<file path="src/rtl/psu_seq_pkg.sv">
package psu_seq_pkg;

  // Number of monitored rails for each protection kind.
  localparam int unsigned NUM_OV = 3;
  localparam int unsigned NUM_OC = 2;

  // Sticky fault cause; packed so that ov lands on bit 0.
  typedef struct packed {
    logic oc;
    logic ov;
  } fault_cause_t;

endpackage

</file>
<file path="src/rtl/psu_fault_latch.sv">
module psu_fault_latch
  import psu_seq_pkg::*;
(
  input  logic                clk,
  input  logic                rst,
  input  logic [NUM_OV-1:0]   ov_in,
  input  logic [NUM_OC-1:0]   oc_in,
  output logic                fault_now,
  output logic                latched_q,
  output fault_cause_t        cause_q
);

  logic any_ov;
  logic any_oc;

  assign any_ov    = |ov_in;
  assign any_oc    = |oc_in;
  assign fault_now = any_ov | any_oc;

  // Set-only latch: a flag going low again has no path to clear it.
  always_ff @(posedge clk) begin
    if (rst) begin
      latched_q  <= 1'b0;
      cause_q    <= '0;
    end else begin
      latched_q  <= latched_q  | fault_now;
      cause_q.ov <= cause_q.ov | any_ov;
      cause_q.oc <= cause_q.oc | any_oc;
    end
  end

endmodule

</file>
<file path="src/rtl/psu_on_timer.sv">
module psu_on_timer #(
  parameter int unsigned DELAY_CYC = 15_000_000
) (
  input  logic clk,
  input  logic rst,
  input  logic req,
  output logic ready
);

  // ready is asserted one count early; the output register adds the last cycle.
  localparam int unsigned LIMIT = (DELAY_CYC > 0) ? DELAY_CYC - 1 : 0;
  localparam int unsigned CW    = (DELAY_CYC > 1) ? $clog2(DELAY_CYC) : 1;

  logic [CW-1:0] cnt_q;

  assign ready = (cnt_q == CW'(LIMIT));

  always_ff @(posedge clk) begin
    if (rst || !req) begin
      cnt_q <= '0;
    end else if (cnt_q != CW'(LIMIT)) begin
      cnt_q <= cnt_q + 1'b1;
    end
  end

endmodule

</file>
<file path="src/rtl/psu_out_stage.sv">
module psu_out_stage #(
  parameter int unsigned NUM_SW = 4
) (
  input  logic              clk,
  input  logic              rst,
  input  logic              req,
  input  logic              ready,
  input  logic              fault_now,
  input  logic              latched,
  output logic [NUM_SW-1:0] sw_q,
  output logic              stby_q,
  output logic              osc_q
);

  logic kill;

  assign kill = fault_now | latched;

  always_ff @(posedge clk) begin
    if (rst) begin
      stby_q <= 1'b0;
      osc_q  <= 1'b0;
    end else begin
      stby_q <= !kill;
      osc_q  <= !kill;
    end
  end

  for (genvar g = 0; g < NUM_SW; g++) begin : g_rail
    always_ff @(posedge clk) begin
      if (rst) begin
        sw_q[g] <= 1'b0;
      end else begin
        sw_q[g] <= req & ready & !kill;
      end
    end
  end

endmodule

</file>
<file path="src/rtl/pwr_rail_supervisor.sv">
module pwr_rail_supervisor
  import psu_seq_pkg::*;
#(
  parameter int unsigned CLK_FREQ_HZ = 50_000_000,
  parameter int unsigned ON_DELAY_US = 300_000,
  parameter int unsigned NUM_SW      = 4
) (
  input  logic              clk,
  input  logic              rst,
  input  logic              on_req,
  input  logic [NUM_OV-1:0] ov_flag,
  input  logic [NUM_OC-1:0] oc_flag,
  output logic [NUM_SW-1:0] sw_en,
  output logic              stby_en,
  output logic              osc_en,
  output logic              fault_latched,
  output logic [1:0]        fault_cause
);

  localparam int unsigned ON_DELAY_CYC = (CLK_FREQ_HZ / 1_000_000) * ON_DELAY_US;

  logic         fault_now;
  logic         latched_q;
  fault_cause_t cause_q;
  logic         ready;

  psu_fault_latch u_latch (
    .clk       (clk),
    .rst       (rst),
    .ov_in     (ov_flag),
    .oc_in     (oc_flag),
    .fault_now (fault_now),
    .latched_q (latched_q),
    .cause_q   (cause_q)
  );

  psu_on_timer #(
    .DELAY_CYC (ON_DELAY_CYC)
  ) u_timer (
    .clk   (clk),
    .rst   (rst),
    .req   (on_req),
    .ready (ready)
  );

  psu_out_stage #(
    .NUM_SW (NUM_SW)
  ) u_out (
    .clk       (clk),
    .rst       (rst),
    .req       (on_req),
    .ready     (ready),
    .fault_now (fault_now),
    .latched   (latched_q),
    .sw_q      (sw_en),
    .stby_q    (stby_en),
    .osc_q     (osc_en)
  );

  assign fault_latched = latched_q;
  assign fault_cause   = cause_q;

endmodule

</file>
<file path="config.mk">
export PLATFORM = sky130hd
export DESIGN_NAME = pwr_rail_supervisor
export DESIGN_NICKNAME = d
export VERILOG_FILES = /design/src/rtl/psu_seq_pkg.sv /design/src/rtl/psu_fault_latch.sv /design/src/rtl/psu_on_timer.sv /design/src/rtl/psu_out_stage.sv /design/src/rtl/pwr_rail_supervisor.sv
export SDC_FILE = /design/constraint.sdc
export NUM_CORES = 1
export LEC_CHECK = 0
export ABC_CLOCK_PERIOD_IN_PS = 1900
export BUFFER_PORTS_ARGS = -buffer_cell sky130_fd_sc_hd__buf_2
export CAP_MARGIN = 5
export CORE_MARGIN = 1.5
export CORE_UTILIZATION = 45
export CTS_CLUSTER_DIAMETER = 50
export DETAILED_ROUTE_END_ITERATION = 7
export GPL_TIMING_DRIVEN = 1
export PLACE_DENSITY = 0.77
export SETUP_SLACK_MARGIN = 0.05
export SLEW_MARGIN = 20
export SYNTH_ARGS = -nofsm -noshare
export SYNTH_HDL_FRONTEND = slang
export SYNTH_SLANG_ARGS = --single-unit
</file>
<file path="constraint.sdc">
create_clock -name clk -period 1.9 [get_ports clk]
set_clock_uncertainty 0.1 [all_clocks]
set_input_delay 0.095 -clock clk [delete_from_list [all_inputs] [get_ports clk]]
set_output_delay 0.095 -clock clk [all_outputs]
set_load 0.02 [all_outputs]
</file>
==> run_results.csv <==
group,metric,value,unit
status,status,"finished, final reports clean",
yosys,yosys.cell_count.top_type,"dfxtp_1",
cts,cts_max_path_buffers,2,
pwr,p_switching,0.000247,W
finish,fill_cells,253,
grt,grt_use_total,20.4,%
pwr,max-vdd-ir-drop,358,µV
critical_path,critPathMaxFanout,6,
pwr,p_leak,0.623,nW
yosys,syn_nets,175,
finish,area.growth.synth_to_final,23.4,%
finish,regArea,606,µm²
critical_path,crit_chain,"nand4_4 > or3_4 > or4_1 > a21oi_1",
yosys,synth_area_leaders,"dfxtp_1 (41%), nand3_1 (4.5%), a21oi_1 (4.2%)",
timing,hold_viol_final,0,
drt,dr_total_vias,1369,
drt,avgRoutedWirePerCell,13.9,µm
yosys,ys.flop_type,"dfxtp_1",
yosys,syn_inst,166,
drt,postRouteAntennaNets,0,
yosys,synthDistinctLibCells,40,
grt,antenna_found_initial,0,
cts,clk_latency,0.33,ns
finish,nets,203,
placed_design,portBuffers,16,
timing,post-route-period-util,93.8,%
critical_path,crit_path_top_delay_cell,"or4_1",
drt,routed_wl,3330,µm
yosys,synthSimpleGateAreaFrac,33.0,%
yosys,synth-xor-area-share,4.90,%
finish,drive_above_1_share,29.2,%
pwr,power_frac_seq,56.2,%
min_path,hold_depth,4,
die,rows,20,
cts,path_clk_slew,0.09,ns
pwr,p_per_area,618,nW/µm²
timing,rsz0062_at_grt,"yes",
drt,drc_errors,0,
finish,antennaDiodeCount,0,
die,die_area,3530,µm²
yosys,synth_area_per_cell,8.62,µm²
timing,holdWs,0.0546,ns
grt,grt_pass1_wl,5450,µm
die,fp.dieH,59.4,µm
grt,grt_overflow_total,0,
pwr,pwr-share-clk,39.1,%
critical_path,reg2reg_depth,4,
timing,tightest_slew,0.712,ns
cts,numCtsBuffers,5,
critical_path,critPathLaunchType,"register",
yosys,syn_area,1430,µm²
drt,dr.pass1.iters,5,
yosys,synth_fa_ha_area_share,0.874,%
placed_design,place.gp.congestion,0.870,
timing,fmax,561,MHz
cts,h-tree-depth,2,
die,floorplan.core_area,3030,µm²
pwr,swShare,22.6,%
min_path,hp-class,"in2reg",
yosys,yosysTopAreaCell,"dfxtp_1",
yosys,netlist.area_leader.share,40.6,%
grt,grt_max_degree,18,
finish,multi_input_area,827,µm²
yosys,synth_compound_area_share,15.6,%
timing,finalCriticalPeriod,1.78,ns
drt,first_iter_violations,43,
grt,grt_pass1_vias,1226,
yosys,synth_top_family_by_area,"simple AND/OR/NAND/NOR gates",
placed_design,dp_hpwl,2150,µm
yosys,yosys-top-cells-count,"dfxtp_1 (29), nor2_1 (16), nand3_1 (13)",
yosys,yosysSeqAreaShare,40.6,%
pwr,pwr-share-comb,4.7,%
critical_path,worstPathRequired,2.05,ns
cts,cts_tree,"built",
die,num_io_pins,17,
die,start_util,47.3,%
timing,drv_slew,0,
cts,root_buffer,"clkbuf_4",
yosys,synth.mux.area_fraction,0,%
timing,finalSetupViolCount,0,
cts,cts.sink_count,29,
yosys,synth_seq_cells,29,
critical_path,arrival,1.93,ns
yosys,synth_edf_count,0,
critical_path,crit_path_end_kind,"register",
timing,max_slew_margin,52.6,%
flow_run,maxCapViolCount,0,
die,die_width,59.4,µm
pwr,p_int,0.000844,W
timing,fin_setup_tns,0,ns
critical_path,path_class,"reg2reg",
drt,viasPerCell,5.73,
critical_path,max_stage_delay,0.51,ns
yosys,yosysWarnings,0,
yosys,synth-async-reset-ratio,0,%
cts,post_cts_buffers,0,
==> worst max-delay path: cells and delay by family (launching register included) <==
kind	cells	cell delay, ns
DFF	1	0.39
AOI/OAI and AO/OA	1	0.14
and+or+nand+nor	3	1.08
==> cells by family (layout without fill, tap and decap cells) <==
logic type | count (synthesis) | count (layout)
xor+xnor | 8 | 8
buf+inv | 13 | 41
simple gates | 81 | 82
fa+ha+maj | 1 | 1
compound gates | 34 | 34
flops | 29 | 29
==> layout by cell type (no fill, tap or decap), types with 5 or more instances in the layout <==
| cell type | instances |
|---|---|
| buf_2 | 16 |
| dfxtp_1 | 19 |
| buf_4 | 9 |
| a21oi_1 | 12 |
| nor4_1 | 5 |
| dfxtp_4 | 5 |
| o31ai_1 | 6 |
| dlygate4sd3_1 | 5 |
| nand3_1 | 11 |
| nor3_1 | 5 |
| or4_1 | 8 |
| nor2_1 | 16 |
| nand2_1 | 11 |
| o21ai_0 | 6 |
| dfxtp_2 | 5 |
| clkbuf_4 | 5 |
| xnor2_1 | 6 |
==> power groups by stage <==
| stage | sequential, W | combinational [W] | clock [W] |
|---|---|---|---|
| after global routing | 0.000615 | 0.0000551 | 0.000464 |
| after detailed placement | 0.000632 | 0.0000405 | 0 |
| after global placement | 0.000632 | 0.0000391 | 0 |
| after floorplan | 0.000637 | 0.0000167 | 0 |
| after CTS | 0.000618 | 0.0000484 | 0.000432 |
| final | 0.000613 | 0.0000508 | 0.000427 |
==> cell type report <==
class | instances | area share, %
clock buffers | 7 | 3.68
clock inverters | 1 | 0.283
inverters | 3 | 0.637
multi-input cells | 125 | 46.8
flip-flops and latches | 29 | 34.3
well taps | 44 | 3.12
repair buffers | 30 | 11.2
==> timing repair <==
| item | 4_1_cts | 5_1_grt |
|---|---|---|
| resized for setup | 3 | 20 |
| pin swaps | 0 | 1 |
| setup endpoints to repair | 3 | 14 |
| hold buffers | 5 | 0 |
| endpoints found under the hold margin | 5 | 0 |
| gates cloned | 0 | 1 |
==> flip-flops by register name, summed over array words and instances, names as in the netlist <==
name / cells
u_out.sw_q: 1
u_timer.cnt_q: 24
u_latch.cause_q: 2
u_out.stby_q: 1
u_latch.latched_q: 1
==> worst paths after layout <==
path | end | slack (ns) | from
max | u_timer.cnt_q[21] | 0.12 | u_timer.cnt_q[11]
min reg2reg | u_timer.cnt_q[22] | 0.39 | u_timer.cnt_q[22]
max reg2reg | u_timer.cnt_q[21] | 0.12 | u_timer.cnt_q[11]
min | u_out.stby_q | 0.05 | ov_flag[2]
==> through the flow <==
step | utilization [%] | setup slack (ns) | total power (W) | instance area (µm²) | std cells
floorplan | - | 0.111 | 0.000654 | 1430 | 166
global placement | 52.0 | 0.110 | 0.000671 | 1570 | 225
detailed placement | 52.0 | 0.0268 | 0.000673 | 1570 | 225
CTS | 56.2 | 0.0512 | 0.00110 | 1700 | 238
global route | 58.3 | 0.00557 | 0.00113 | 1770 | 239
finish | 58.3 | 0.118 | 0.00109 | 1770 | 239
==> per-layer routing <==
metal	wire, µm	vias to the layer above	track usage (%)	part of all wire [%]
li1	-	679	-	-
met1	1450	652	25.5	44
met2	1700	32	32.7	51
met3	137	6	6.11	4.1
met4	46	0	8.12	1.4
met5	0	-	0	0
No activity file was read; power rests on OpenSTA's default activity.
